`config.mk`:
```
export PLATFORM = sky130hd
export DESIGN_NAME = eeprom_cfg_loader
export DESIGN_NICKNAME = d
export VERILOG_FILES = /design/src/rtl/eecfg_pkg.sv /design/src/rtl/eecfg_dp.sv /design/src/rtl/eecfg_ctrl.sv /design/src/rtl/eeprom_cfg_loader.sv
export SDC_FILE = /design/constraint.sdc
export NUM_CORES = 1
export LEC_CHECK = 0
export ABC_AREA = 1
export BUFFER_PORTS_ARGS = -buffer_cell sky130_fd_sc_hd__buf_2
export CAP_MARGIN = 40
export CELL_PAD_IN_SITES_DETAIL_PLACEMENT = 1
export CELL_PAD_IN_SITES_GLOBAL_PLACEMENT = 1
export CORE_MARGIN = 2
export CORE_UTILIZATION = 38
export CTS_CLUSTER_DIAMETER = 50
export DETAILED_ROUTE_END_ITERATION = 6
export GPL_ROUTABILITY_DRIVEN = 0
export PLACE_DENSITY_LB_ADDON = 0.25
export SYNTH_ARGS = -nofsm -noshare
export SYNTH_HDL_FRONTEND = slang
export SYNTH_SLANG_ARGS = --single-unit
```
`constraint.sdc`:
```
create_clock -name clk -period 2.4 [get_ports clk]
set_clock_uncertainty 0.05 [all_clocks]
set_input_delay 0.6 -clock clk [delete_from_list [all_inputs] [get_ports clk]]
set_output_delay 0.6 -clock clk [all_outputs]
set_load 0.05 [all_outputs]
```
`src/rtl/eecfg_pkg.sv`:
```
package eecfg_pkg;
  localparam int ADDR_W    = 7;
  localparam int DATA_W    = 8;
  localparam int FRAME_W   = 19;
  localparam int CNT_W     = 5;
  localparam int CFG_BYTES = 11;
  localparam int IDX_W     = 4;

  localparam logic [CNT_W-1:0] RD_BITS  = 5'd19;
  localparam logic [CNT_W-1:0] WR_BITS  = 5'd18;
  localparam logic [CNT_W-1:0] CMD_BITS = 5'd10;

  typedef struct packed {
    logic               go;
    logic [CNT_W-1:0]   nBits;
    logic [FRAME_W-1:0] txWord;
    logic               pollGo;
    logic               capCfg;
    logic [IDX_W-1:0]   capIdx;
    logic               capRd;
  } strobe_t;

  typedef struct packed {
    logic              frameDone;
    logic              pollOk;
    logic              pollTimeout;
    logic [DATA_W-1:0] rxByte;
  } status_t;

  function automatic logic [FRAME_W-1:0] readFrame(input logic [ADDR_W-1:0] a);
    return {1'b1, 2'b10, a, 9'b0};
  endfunction

  function automatic logic [FRAME_W-1:0] enableFrame();
    return {1'b1, 2'b00, 2'b11, 5'b0, 9'b0};
  endfunction

  function automatic logic [FRAME_W-1:0] writeFrame(input logic [ADDR_W-1:0] a,
                                                    input logic [DATA_W-1:0] d);
    return {1'b1, 2'b01, a, d, 1'b0};
  endfunction

  function automatic logic [FRAME_W-1:0] eraseFrame(input logic [ADDR_W-1:0] a);
    return {1'b1, 2'b11, a, 9'b0};
  endfunction
endpackage

```
`src/rtl/eecfg_dp.sv`:
```
module eecfg_dp
  import eecfg_pkg::*;
#(
  parameter int DIV      = 4,
  parameter int POLL_MAX = 20000
) (
  input  logic           clk,
  input  logic           rst,
  input  strobe_t        stb,
  output status_t        sts,
  output logic           eeCs,
  output logic           eeSk,
  output logic           eeDi,
  input  logic           eeDo,
  output logic [47:0]    macAddr,
  output logic [15:0]    devId,
  output logic [15:0]    venId,
  output logic [7:0]     rdData
);
  localparam int DIV_W  = (DIV > 1) ? $clog2(DIV) : 1;
  localparam int POLL_W = $clog2(POLL_MAX + 1);

  logic [DIV_W-1:0]   divCnt;
  logic               tick;
  logic               active, phase, polling;
  logic [CNT_W-1:0]   bitsLeft;
  logic [FRAME_W-1:0] txShift;
  logic [DATA_W-1:0]  rxShift;
  logic [POLL_W-1:0]  pollCnt;
  logic               csReg, skReg;
  logic               frameDoneR, pollOkR, pollToR;
  logic [DATA_W-1:0]  cfg [CFG_BYTES];

  assign tick = (divCnt == DIV_W'(DIV - 1));

  always_ff @(posedge clk) begin
    if (rst || stb.go || !active || tick) divCnt <= '0;
    else                                  divCnt <= divCnt + 1'b1;
  end

  always_ff @(posedge clk) begin
    if (rst) begin
      active <= 1'b0; phase <= 1'b0; polling <= 1'b0;
      bitsLeft <= '0; txShift <= '0; rxShift <= '0; pollCnt <= '0;
      csReg <= 1'b0; skReg <= 1'b0;
      frameDoneR <= 1'b0; pollOkR <= 1'b0; pollToR <= 1'b0;
    end else begin
      frameDoneR <= 1'b0;
      pollOkR    <= 1'b0;
      pollToR    <= 1'b0;
      if (stb.go) begin
        active   <= 1'b1;
        csReg    <= 1'b1;
        skReg    <= 1'b0;
        phase    <= 1'b0;
        bitsLeft <= stb.nBits;
        txShift  <= stb.txWord;
      end else if (active && tick) begin
        if (!phase) begin
          skReg   <= 1'b1;
          phase   <= 1'b1;
          rxShift <= {rxShift[DATA_W-2:0], eeDo};
        end else begin
          skReg    <= 1'b0;
          phase    <= 1'b0;
          txShift  <= txShift << 1;
          bitsLeft <= bitsLeft - CNT_W'(1);
          if (bitsLeft == CNT_W'(1)) begin
            active     <= 1'b0;
            csReg      <= 1'b0;
            frameDoneR <= 1'b1;
          end
        end
      end
      if (stb.pollGo) begin
        polling <= 1'b1;
        csReg   <= 1'b1;
        pollCnt <= '0;
      end else if (polling) begin
        if (eeDo) begin
          polling <= 1'b0;
          csReg   <= 1'b0;
          pollOkR <= 1'b1;
        end else if (pollCnt == POLL_W'(POLL_MAX - 1)) begin
          polling <= 1'b0;
          csReg   <= 1'b0;
          pollToR <= 1'b1;
        end else begin
          pollCnt <= pollCnt + 1'b1;
        end
      end
    end
  end

  always_ff @(posedge clk) begin
    if (rst) begin
      for (int i = 0; i < CFG_BYTES; i++) cfg[i] <= '0;
      rdData <= '0;
    end else begin
      if (stb.capCfg) cfg[stb.capIdx] <= rxShift;
      if (stb.capRd)  rdData <= rxShift;
    end
  end

  for (genvar k = 0; k < 6; k++) begin : g_mac
    assign macAddr[8*k +: 8] = cfg[k + 1];
  end
  assign devId = {cfg[8], cfg[7]};
  assign venId = {cfg[10], cfg[9]};

  assign eeCs = csReg;
  assign eeSk = skReg;
  assign eeDi = active & txShift[FRAME_W-1];

  assign sts.frameDone   = frameDoneR;
  assign sts.pollOk      = pollOkR;
  assign sts.pollTimeout = pollToR;
  assign sts.rxByte      = rxShift;
endmodule

```
`src/rtl/eecfg_ctrl.sv`:
```
module eecfg_ctrl
  import eecfg_pkg::*;
#(
  parameter logic [7:0] SIG = 8'hA5
) (
  input  logic              clk,
  input  logic              rst,
  input  status_t           sts,
  input  logic              cmdValid,
  input  logic [1:0]        cmdOp,
  input  logic [ADDR_W-1:0] cmdAddr,
  input  logic [DATA_W-1:0] cmdData,
  output strobe_t           stb,
  output logic              loadBusy,
  output logic              loadDone,
  output logic              loadValid,
  output logic              cmdBusy,
  output logic              errFlag
);
  typedef enum logic [2:0] {
    S_START, S_ALOAD, S_IDLE, S_HREAD, S_ENABLE, S_MODIFY, S_POLL
  } state_t;

  state_t            state, stateN;
  logic [IDX_W-1:0]  idx, idxN;
  logic [1:0]        opR, opN;
  logic [ADDR_W-1:0] addrR, addrN;
  logic [DATA_W-1:0] dataR, dataN;
  logic              doneR, doneN, validR, validN, errR, errN;

  always_comb begin
    stb    = '0;
    stateN = state;
    idxN   = idx;
    opN    = opR;
    addrN  = addrR;
    dataN  = dataR;
    doneN  = doneR;
    validN = validR;
    errN   = errR;
    unique case (state)
      S_START: begin
        stb.go     = 1'b1;
        stb.nBits  = RD_BITS;
        stb.txWord = readFrame(ADDR_W'(idx));
        stateN     = S_ALOAD;
      end
      S_ALOAD: if (sts.frameDone) begin
        if (idx == '0 && sts.rxByte != SIG) begin
          doneN  = 1'b1;
          stateN = S_IDLE;
        end else begin
          stb.capCfg = 1'b1;
          stb.capIdx = idx;
          if (idx == IDX_W'(CFG_BYTES - 1)) begin
            doneN  = 1'b1;
            validN = 1'b1;
            stateN = S_IDLE;
          end else begin
            idxN       = idx + 1'b1;
            stb.go     = 1'b1;
            stb.nBits  = RD_BITS;
            stb.txWord = readFrame(ADDR_W'(idx + 1'b1));
          end
        end
      end
      S_IDLE: if (cmdValid) begin
        opN    = cmdOp;
        addrN  = cmdAddr;
        dataN  = cmdData;
        errN   = 1'b0;
        stb.go = 1'b1;
        if (cmdOp == 2'b00) begin
          stb.nBits  = RD_BITS;
          stb.txWord = readFrame(cmdAddr);
          stateN     = S_HREAD;
        end else begin
          stb.nBits  = CMD_BITS;
          stb.txWord = enableFrame();
          stateN     = S_ENABLE;
        end
      end
      S_HREAD: if (sts.frameDone) begin
        stb.capRd = 1'b1;
        stateN    = S_IDLE;
      end
      S_ENABLE: if (sts.frameDone) begin
        stb.go = 1'b1;
        if (opR[1]) begin
          stb.nBits  = CMD_BITS;
          stb.txWord = eraseFrame(addrR);
        end else begin
          stb.nBits  = WR_BITS;
          stb.txWord = writeFrame(addrR, dataR);
        end
        stateN = S_MODIFY;
      end
      S_MODIFY: if (sts.frameDone) begin
        stb.pollGo = 1'b1;
        stateN     = S_POLL;
      end
      S_POLL: begin
        if (sts.pollOk) stateN = S_IDLE;
        else if (sts.pollTimeout) begin
          errN   = 1'b1;
          stateN = S_IDLE;
        end
      end
      default: stateN = S_IDLE;
    endcase
  end

  always_ff @(posedge clk) begin
    if (rst) begin
      state <= S_START; idx <= '0; opR <= '0; addrR <= '0; dataR <= '0;
      doneR <= 1'b0; validR <= 1'b0; errR <= 1'b0;
    end else begin
      state <= stateN; idx <= idxN; opR <= opN; addrR <= addrN; dataR <= dataN;
      doneR <= doneN; validR <= validN; errR <= errN;
    end
  end

  assign loadBusy  = (state == S_START) || (state == S_ALOAD);
  assign cmdBusy   = (state != S_IDLE);
  assign loadDone  = doneR;
  assign loadValid = validR;
  assign errFlag   = errR;
endmodule

```
`src/rtl/eeprom_cfg_loader.sv`:
```
module eeprom_cfg_loader
  import eecfg_pkg::*;
#(
  parameter int         DIV      = 4,
  parameter int         POLL_MAX = 20000,
  parameter logic [7:0] SIG      = 8'hA5
) (
  input  logic        clk,
  input  logic        rst,
  input  logic        cmdValid,
  input  logic [1:0]  cmdOp,
  input  logic [6:0]  cmdAddr,
  input  logic [7:0]  cmdData,
  output logic        cmdBusy,
  output logic [7:0]  rdData,
  output logic        errFlag,
  output logic        loadBusy,
  output logic        loadDone,
  output logic        loadValid,
  output logic [47:0] macAddr,
  output logic [15:0] devId,
  output logic [15:0] venId,
  output logic        eeCs,
  output logic        eeSk,
  output logic        eeDi,
  input  logic        eeDo
);
  strobe_t stb;
  status_t sts;

  eecfg_ctrl #(.SIG(SIG)) u_ctrl (
    .clk(clk), .rst(rst), .sts(sts),
    .cmdValid(cmdValid), .cmdOp(cmdOp), .cmdAddr(cmdAddr), .cmdData(cmdData),
    .stb(stb), .loadBusy(loadBusy), .loadDone(loadDone), .loadValid(loadValid),
    .cmdBusy(cmdBusy), .errFlag(errFlag)
  );

  eecfg_dp #(.DIV(DIV), .POLL_MAX(POLL_MAX)) u_dp (
    .clk(clk), .rst(rst), .stb(stb), .sts(sts),
    .eeCs(eeCs), .eeSk(eeSk), .eeDi(eeDi), .eeDo(eeDo),
    .macAddr(macAddr), .devId(devId), .venId(venId), .rdData(rdData)
  );
endmodule

```
==> results.py <==
metrics = {
    "logic_synthesis": {
        "synth-simple-area-share_pct": 25.3,
        "synth_compound_area_share_pct": 8.11,
        "synth-edff-count": 72,
        "synthArstFlopShare_pct": 0,
        "avgSynthCellArea_um2": 8.73,
        "yosysWarnings": 0,
        "synthMuxAreaShare_pct": 0.971,
        "ys_ff_latch": 169,
        "synth_fp_nets": 855,
        "synth_adder_area_share_pct": 1.21,
        "synth_cell_types": 42,
        "synth_cells": 827,
        "synth_area_mm2": 0.00722,
        "synth_top_family_by_area": "simple AND/OR/NAND/NOR gates",
        "synth-seq-area-share_pct": 56.9,
        "synth_xor_area_share_pct": 1.46,
        "synthFlopType": "dfxtp_1",
    },
    "place": {
        "hpwl_um": 14100,
        "portBuffers": 116,
        "place_ws_ps": 205,
        "placed_cells": 1185,
    },
    "floorplan": {
        "rows": 50,
        "die_area_mm2": 0.0201,
        "fp.coreArea_mm2": 0.0186,
        "num_io_pins": 117,
        "die_w_um": 142,
        "fp.dieH_um": 142,
        "initial_utilization_pct": 38.7,
    },
    "sta": {
        "hold_slack_ps": 354,
        "finalHoldViolCount": 0,
        "setup_ws_ps": 210,
        "relSlewSlack_pct": 57.4,
        "max_freq_ghz": 0.457,
        "report.final.slew_viol_count": 0,
        "worst_pin_slew_ps": 639,
        "rsz0062_at_grt": "false",
        "fin_crit_sh_pct": 91.3,
        "finalCriticalPeriod_ps": 2190,
        "finalSetupViolCount": 0,
        "finalSetupTns_ps": 0,
    },
    "clock_network": {
        "hold_buffers": 0,
        "clk_latency_ps": 430,
        "clockRootBuffer": "clkbuf_16",
        "cts_tree": "yes",
        "postCtsSetupBuffers": 0,
        "htree_levels": 4,
        "cts.sink_count": 169,
        "cts_buffer_depth": 2,
        "clk_pin_slew_worst_paths_ps": 70,
        "cts_buffers": 17,
    },
    "setup_path": {
        "cp_max_fo": 8,
        "worstSetupPathType": "reg2out",
        "crit_chain": "buf_4, nor2_1, nand2_1, buf_2",
        "crit_slowest_cell": "dfxtp_1",
        "required_ps": 1750,
        "reg2regPathDepth": 9,
        "worstPathArrival_ps": 1540,
        "rr_startpoint": "u_ctrl.idx[0]$_SDFFE_PP0P_",
        "start_kind": "flip-flop",
        "worst_setup_path_end_kind": "primary output",
        "r2r_setup_slack_ps": 240,
        "critPathMaxStageDelay_ps": 420,
        "r2r_end": "u_dp.cfg[3][1]$_SDFFCE_PN0P_",
    },
    "layout": {
        "area_growth_pct": 22.3,
        "final_cell_count_no_fill": 1217,
        "nets": 998,
        "postLayoutCoreUtil_pct": 47.4,
        "drive_gt1_share_pct": 22.9,
    },
    "detailed_routing": {
        "ant_nets": 0,
        "vias": 5965,
        "first_iter_violations": 268,
        "routed_wl_um": 19300,
        "drc": 0,
        "first_pass_iters": 4,
        "wl_per_cell_um": 15.9,
        "drt-vias-per-instance": 4.90,
    },
    "power_and_ir_drop": {
        "ir_drop_mv": 0.558,
        "powerDensity_mw_per_mm2": 845,
        "p_leak_nw": 3.54,
    },
    "grt": {
        "grt-ovfl-total": 0,
        "grt_pass1_wl_um": 31800,
        "track_usage_pct": 20.1,
        "antenna_found_initial": 1,
        "grt_pass1_vias": 6157,
        "grt_max_degree": 61,
    },
    "worst_hold_path": {
        "min_from": "cmdData[0]",
        "min_path_type": "in2reg",
        "min_delay_path_depth": 3,
        "whs_endpoint": "u_ctrl.dataR[0]$_SDFFE_PP0P_",
    },
    "job": {
        "cap_violations": 0,
    },
    "outcome": {
        "status": "complete, no violations",
    },
}
## cells by family after synthesis
logic type      after synthesis
simple gates                417
flops                       169
compound gates              110
buf+inv                     105
xor+xnor                     12
mux                           7
fa+ha+maj                     7
## placed cells by master, fill, tap and decap left out, types with 4 or more instances in the layout
cell type	n
a21oi_1	56
ha_1	7
buf_4	34
clkinv_1	4
o21ai_0	36
nand3_1	22
nor2_2	8
o22ai_1	8
buf_2	117
inv_6	6
nand3_2	4
mux2i_1	7
inv_2	13
clkbuf_16	17
xor2_1	9
dfxtp_1	97
nor3_1	11
nand2_1	173
inv_1	61
nand4_1	12
nand2_2	7
edfxtp_1	72
nor2_1	163
## worst max path at each step
stage | endpoint | start | depth (start not counted) | slack, ps
floorplan | u_dp.cfg[5][0]$_SDFFCE_PN0P_ | u_ctrl.idx[0]$_SDFFE_PP0P_ | 11 | 150
global route | u_dp.cfg[4][5]$_SDFFCE_PN0P_ | u_ctrl.idx[0]$_SDFFE_PP0P_ | 9 | 2
finish | cmdBusy | u_ctrl.state[2]$_SDFFE_PP0P_ | 4 | 210
global placement | u_dp.cfg[6][1]$_SDFFCE_PN0P_ | rst | 4 | 300
detailed placement | u_dp.cfg[1][1]$_SDFFCE_PN0P_ | u_ctrl.idx[0]$_SDFFE_PP0P_ | 9 | 210
CTS | cmdBusy | u_ctrl.state[2]$_SDFFE_PP0P_ | 4 | 190
## routing by layer
layer,share of wire [%],track usage [%]
met1,48,26.7
met5,0,0
met4,1.2,6.00
met3,3.6,4.08
met2,47,33.1
## stage by stage
stage,instance area (um^2),power [W]
detailed placement,8210,0.00463
global placement,8210,0.00461
finish,8830,0.00746
floorplan,7230,0.00429
CTS,8820,0.00751
global route,8830,0.00782
## worst max-delay path, delay by kind of cell, from the launching register on
kind                   cells  cell delay (ps)
buffers and inverters      2              480
DFF                        1              420
and+or+nand+nor            2              200
## sequential cells by signal, summed over array words and instances, names as in the netlist, 3 cells and up
name	count
u_ctrl.addrR	7
u_ctrl.state	3
u_dp.rxShift	8
u_dp.cfg	80
u_dp.bitsLeft	5
u_dp.pollCnt	15
u_ctrl.idx	4
u_dp.rdData	8
u_ctrl.dataR	8
u_dp.txShift	18
## timing repair
item,CTS,global route
endpoints found under the setup margin,0,15
hold endpoints to repair,0,0
gates resized for setup,0,2
## cells in the mapped netlist, types with 3 or more instances
cell type	n	share of area, %
xnor2_1	3	0.36
edfxtp_1	72	30
nor2_2	8	0.69
nor3_1	11	0.76
nand4_1	12	1.0
nor3b_1	3	0.31
dfxtp_1	97	27
buf_4	4	0.42
buf_2	6	0.42
nand3_2	4	0.55
a211oi_1	3	0.31
nand2_1	175	9.1
nand3_1	22	1.5
xor2_1	9	1.1
clkbuf_1	12	0.62
o21ai_0	36	2.5
ha_1	7	1.2
clkinv_1	4	0.21
a21oi_1	56	3.9
o22ai_1	8	0.69
inv_2	13	0.68
nand2_2	5	0.43
inv_1	61	3.2
mux2i_1	7	0.97
nor2_1	163	8.5
buf_6	3	0.47
## power by group
group / internal (W) / leakage [nW] / total, W / switching [W]
registers: 0.00317 / 1.50 / 0.00327 / 0.000102
logic: 0.000374 / 1.74 / 0.00130 / 0.000926
clock network: 0.00166 / 0.299 / 0.00289 / 0.00123
total: 0.00521 / 3.54 / 0.00746 / 0.00225
## final cells by class
cell class | count | area [um^2]
clock buffers | 17 | 425
multi-input cells | 553 | 2690
inverters | 78 | 293
well taps | 234 | 293
repair buffers | 151 | 841
fillers | 2262 | 9810
flip-flops and latches | 169 | 4100
clock inverters | 14 | 184
diodes | 1 | 2.50
(Power assumes the default switching activity.)
